===== src/rtl/irq_route_pkg.sv =====
package irq_route_pkg;

  localparam int unsigned CODE_W = 4;
  localparam int unsigned WORD_W = 16;

  // Codes at or above the line count are "not connected"; reset uses all ones.
  localparam logic [CODE_W-1:0] CODE_OFF = '1;

  typedef logic [CODE_W-1:0] route_code_t;

endpackage


===== src/rtl/irq_route_regs.sv =====
module irq_route_regs
  import irq_route_pkg::*;
#(
  parameter int unsigned N_SRC  = 32,
  parameter int unsigned WORD_W_P = WORD_W,
  parameter int unsigned CODE_W_P = CODE_W,
  localparam int unsigned PER_WORD = WORD_W_P / CODE_W_P,
  localparam int unsigned N_WORD   = N_SRC / PER_WORD,
  localparam int unsigned ADDR_W   = (N_WORD > 1) ? $clog2(N_WORD) : 1
) (
  input  logic                       clk,
  input  logic                       rst_n,
  input  logic [ADDR_W-1:0]          wr_addr,
  input  logic                       wr_en,
  input  logic [WORD_W_P-1:0]        wr_data,
  output logic [WORD_W_P-1:0]        rd_data,
  output logic [N_SRC*CODE_W_P-1:0]  codes_flat
);

  logic [WORD_W_P-1:0] word_q [N_WORD];

  for (genvar w = 0; w < N_WORD; w++) begin : g_word
    always_ff @(posedge clk or negedge rst_n) begin
      if (!rst_n) begin
        word_q[w] <= '1;
      end else if (wr_en && (wr_addr == ADDR_W'(w))) begin
        word_q[w] <= wr_data;
      end
    end
    // Word w carries sources w*PER_WORD .. w*PER_WORD+PER_WORD-1, low nibble first.
    assign codes_flat[w*WORD_W_P +: WORD_W_P] = word_q[w];
  end

  always_comb begin
    rd_data = word_q[wr_addr];
  end

endmodule


===== src/rtl/irq_route_fanin.sv =====
module irq_route_fanin #(
  parameter int unsigned N_SRC  = 32,
  parameter int unsigned N_LINE = 12,
  parameter int unsigned CODE_W = 4
) (
  input  logic [N_SRC-1:0]          src_lvl,
  input  logic [N_SRC*CODE_W-1:0]   codes_flat,
  output logic [N_LINE-1:0]         line_hit
);

  for (genvar l = 0; l < N_LINE; l++) begin : g_line
    logic [N_SRC-1:0] sel;
    for (genvar n = 0; n < N_SRC; n++) begin : g_src
      assign sel[n] = (codes_flat[n*CODE_W +: CODE_W] == CODE_W'(l));
    end
    assign line_hit[l] = |(sel & src_lvl);
  end

endmodule


===== src/rtl/irq_route_matrix.sv =====
module irq_route_matrix
  import irq_route_pkg::*;
#(
  parameter int unsigned N_SRC  = 32,
  parameter int unsigned N_LINE = 12,
  localparam int unsigned PER_WORD = WORD_W / CODE_W,
  localparam int unsigned N_WORD   = N_SRC / PER_WORD,
  localparam int unsigned ADDR_W   = (N_WORD > 1) ? $clog2(N_WORD) : 1
) (
  input  logic              clk,
  input  logic              rst_n,
  input  logic [ADDR_W-1:0] cfg_addr,
  input  logic              cfg_wr,
  input  logic [WORD_W-1:0] cfg_wdata,
  output logic [WORD_W-1:0] cfg_rdata,
  input  logic [N_SRC-1:0]  src_irq,
  output logic [N_LINE-1:0] core_irq
);

  logic [N_SRC*CODE_W-1:0] codes_flat;
  logic [N_LINE-1:0]       line_hit;

  irq_route_regs #(
    .N_SRC    (N_SRC),
    .WORD_W_P (WORD_W),
    .CODE_W_P (CODE_W)
  ) u_regs (
    .clk        (clk),
    .rst_n      (rst_n),
    .wr_addr    (cfg_addr),
    .wr_en      (cfg_wr),
    .wr_data    (cfg_wdata),
    .rd_data    (cfg_rdata),
    .codes_flat (codes_flat)
  );

  irq_route_fanin #(
    .N_SRC  (N_SRC),
    .N_LINE (N_LINE),
    .CODE_W (CODE_W)
  ) u_fanin (
    .src_lvl    (src_irq),
    .codes_flat (codes_flat),
    .line_hit   (line_hit)
  );

  always_ff @(posedge clk or negedge rst_n) begin
    if (!rst_n) begin
      core_irq <= '0;
    end else begin
      core_irq <= line_hit;
    end
  end

endmodule


===== config.mk =====
export PLATFORM = sky130hd
export DESIGN_NAME = irq_route_matrix
export DESIGN_NICKNAME = d
export VERILOG_FILES = /design/src/rtl/irq_route_pkg.sv /design/src/rtl/irq_route_regs.sv /design/src/rtl/irq_route_fanin.sv /design/src/rtl/irq_route_matrix.sv
export SDC_FILE = /design/constraint.sdc
export NUM_CORES = 1
export LEC_CHECK = 0
export ABC_AREA = 1
export BUFFER_PORTS_ARGS = -buffer_cell sky130_fd_sc_hd__buf_2
export CAP_MARGIN = 20
export CORE_UTILIZATION = 50
export CTS_BUF_LIST = sky130_fd_sc_hd__clkbuf_4 sky130_fd_sc_hd__clkbuf_8 sky130_fd_sc_hd__clkbuf_16
export DETAILED_ROUTE_END_ITERATION = 16
export PLACE_DENSITY = 0.68
export SLEW_MARGIN = 10
export SYNTH_ARGS = -nofsm -noshare
export SYNTH_HDL_FRONTEND = slang
export SYNTH_SLANG_ARGS = --single-unit

===== constraint.sdc =====
create_clock -name clk -period 2.3 [get_ports clk]
set_input_delay 0.23 -clock clk [delete_from_list [all_inputs] [get_ports clk]]
set_output_delay 0.23 -clock clk [all_outputs]
set_load 0.05 [all_outputs]

==> reports/qor.txt <==
Status - complete, no violations
Ranking of synthesized cells by area - nand2_1, dfstp_2, nor2_1
Critical Path, Cell by Cell - inv_1 -> o2111ai_1 -> nand2_1 -> nand2_1 -> buf_2
Die area - 21,920 sq um
Core area - 20,960 sq um
Synth cell types - 22
Worst Hold Slack - 0.02381 ns
Die extent in x - 148.1 um
Synth top cells by count - nand2_1, nor2_1, inv_1, dfstp_2, o21ai_0
CP required - 2.07 ns
Overflow after GRT - 0
Slew HR - 57.51%
Crit path arrival time - 1.87 ns
Worst Setup Path Type - reg2out
Global-route wire length before repair - 61,200 um
Starting density of the core - 50.90%
Vias - 11.82k
Clk sinks - 140
Port Buffers - 81
Initial antenna violation count - 1
Post-CTS Setup Inserts - 0
Startpoint types - flip-flop
Final setup TNS - 0 ns
Final Skew - 0.01378 ns
Synthesized cell area - 10,670 sq um
Clock latency on the worst-skew pair - 0.43 ns
Post-DP HPWL - 32,110 um
Most common cell in the netlist - nand2_1
FF+latch count, synth - 140
Syn nets - 1,910
DRT iter0 DRCs - 1,255
Family with the most delay on the worst path - flip-flops
Min-Delay Path Class - in2reg
TritonCTS Buffers - 17
Vias per inst - 5.344
WL final - 40,620 um
Chip Height - 148.1 um
NumNets Final - 1,978
CP max FO - 3
# rows - 53
EDFF count, synth - 0
CP bufs+invs - 2
Largest net degree at the start of global routing - 80
FFs w/ async S/R, synth - 100.0%
Pwr Density - 898.2 nW/um^2
Hold-fix buffers, CTS - 1
Final period utilization - 91.11%
Leakage Power - 6.475 nW
CTS H-tree lvls - 4
CTS clk-pin slew, worst paths - 0.07 ns
GRT Overall Usage - 37.81%
Synth Warn # - 0
Cell count after synthesis - 1,856
Clock buffer depth - 2
Share of layout cells above drive strength 1 - 13.68%
Top-area cell type share of the netlist area - 31.60%
P&R area growth vs syn - 11.71%
Slew Limit Fails - 0
Worst slew pin tran - 0.6351 ns
Synth Area per Inst - 5.746 sq um
Max Fclk - 0.4772 GHz
Hold Vio Cnt, Final - 0
Seq/Total Area, Yosys - 34.35%
Gpl congestion - 1.004
IO Pins - 82
Leading area contributor after synthesis - nand2_1
TritonCTS clock tree - yes
Min Tclk post-route - 2.096 ns
Antenna diode count - 0
Crit-path max cell delay - 0.55 ns
Post-synth top flop - dfstp_2
DRC violations left - 0
RSZ-0062 raised after global routing - no
Worst setup EP type - primary output
Power Total - 0.01070 W
Antenna viol nets, final - 0
Post-CTS sizing - 0
CTS root buffer - clkbuf_16
WL/cell - 18.36 um
DR pass1 iterations - 6
Most used cell, CP - nand2_1
Cell at the slowest stage of the critical path - dfstp_2
Peak VDD IR - 0.5730 mV
Layout fillers - 2,213
Maxcap violations - 0
# setup viols final - 0
Vias in the first global route - 10.51k
-- path summary, 6_finish.rpt --
check	startpoint	to	slack [ns]	cells past startpoint
min reg2reg	u_regs.codes_flat[47]	u_regs.codes_flat[47]	0.50	2
max in group asynchronous	rst_n	u_regs.codes_flat[52]	1.24	3
max reg2reg	u_regs.codes_flat[103]	core_irq[3]	0.66	9
max	u_regs.codes_flat[62]	cfg_rdata[14]	0.20	5
min	cfg_wdata[10]	u_regs.codes_flat[122]	0.02	3
min in group asynchronous	rst_n	core_irq[4]	0.30	2
-- flip-flops by register name (all words and copies together), names as in the netlist --
name	cells
u_regs.codes_flat	128
core_irq	12
-- cell type report --
| class | count | area, sq um | share of cell area (%) |
|---|---|---|---|
| multi-input cells | 1481 | 6053 | 50.81 |
| flip-flops and latches | 140 | 3664 | 30.75 |
| inverters | 192 | 720.7 | 6.049 |
| repair buffers | 92 | 546.8 | 4.589 |
| clock buffers | 20 | 447.9 | 3.760 |
| well taps | 275 | 344.1 | 2.888 |
| clock inverters | 12 | 137.6 | 1.155 |
-- cells by family after synthesis --
| logic type | synth area share, % |
|---|---|
| and+or+nand+nor | 47.89 |
| AOI/OAI and AO/OA | 8.869 |
| buffers and inverters | 8.893 |
| DFF | 34.35 |
-- stage by stage --
step	instance area (sq um)	cells	utilization [%]	worst slack (ns)
finish	11910	2212	56.85	0.2044
global route	11910	2212	56.85	0.1168
CTS	11910	2212	56.85	0.2371
detailed placement	11320	2179	54.01	0.5335
global placement	11320	2179	54.01	0.5660
floorplan	10670	1856	-	0.8467
-- worst reg2reg max path: cells and delay by family, from the launching register on --
kind / cells / cell delay, ns
buffers and inverters: 1 / 0.06
flip-flops: 1 / 0.62
AND/OR/NAND/NOR: 8 / 0.83
-- power breakdown --
| group | switching [W] | total, W | internal [W] |
|---|---|---|---|
| logic | 0.00271 | 0.00372 | 0.00101 |
| clock network | 0.00122 | 0.00287 | 0.00165 |
| registers | 0.000776 | 0.00411 | 0.00334 |
-- layout by cell type, fill, tap and decap left out, types with 3 or more instances in the layout --
master | netlist | final
nor2_4 | 3 | 3
o2111ai_1 | 28 | 28
clkbuf_4 | 0 | 3
clkbuf_16 | 0 | 17
o21ai_1 | 23 | 23
nand3_1 | 94 | 94
clkinvlp_4 | 0 | 5
a22oi_1 | 4 | 4
nor2_1 | 312 | 312
dfstp_2 | 128 | 128
o21ai_0 | 105 | 105
inv_6 | 0 | 4
nand2_2 | 7 | 7
buf_2 | 22 | 80
inv_1 | 190 | 190
buf_4 | 8 | 6
nand2_1 | 898 | 898
o211ai_1 | 4 | 4
dfrtp_1 | 12 | 12
buf_12 | 0 | 4
-- metal layers --
metal | share of wire (%) | GRT usage [%] | vias to the layer above | routed length (um)
met5 | 0 | 0 | - | 0
met4 | 2.1 | 10.26 | 0 | 837
met3 | 11 | 8.282 | 52 | 4467
met2 | 41 | 53.24 | 616 | 16610
met1 | 46 | 57.46 | 5310 | 18710
li1 | - | - | 5844 | -
(Power assumes the default switching activity.)
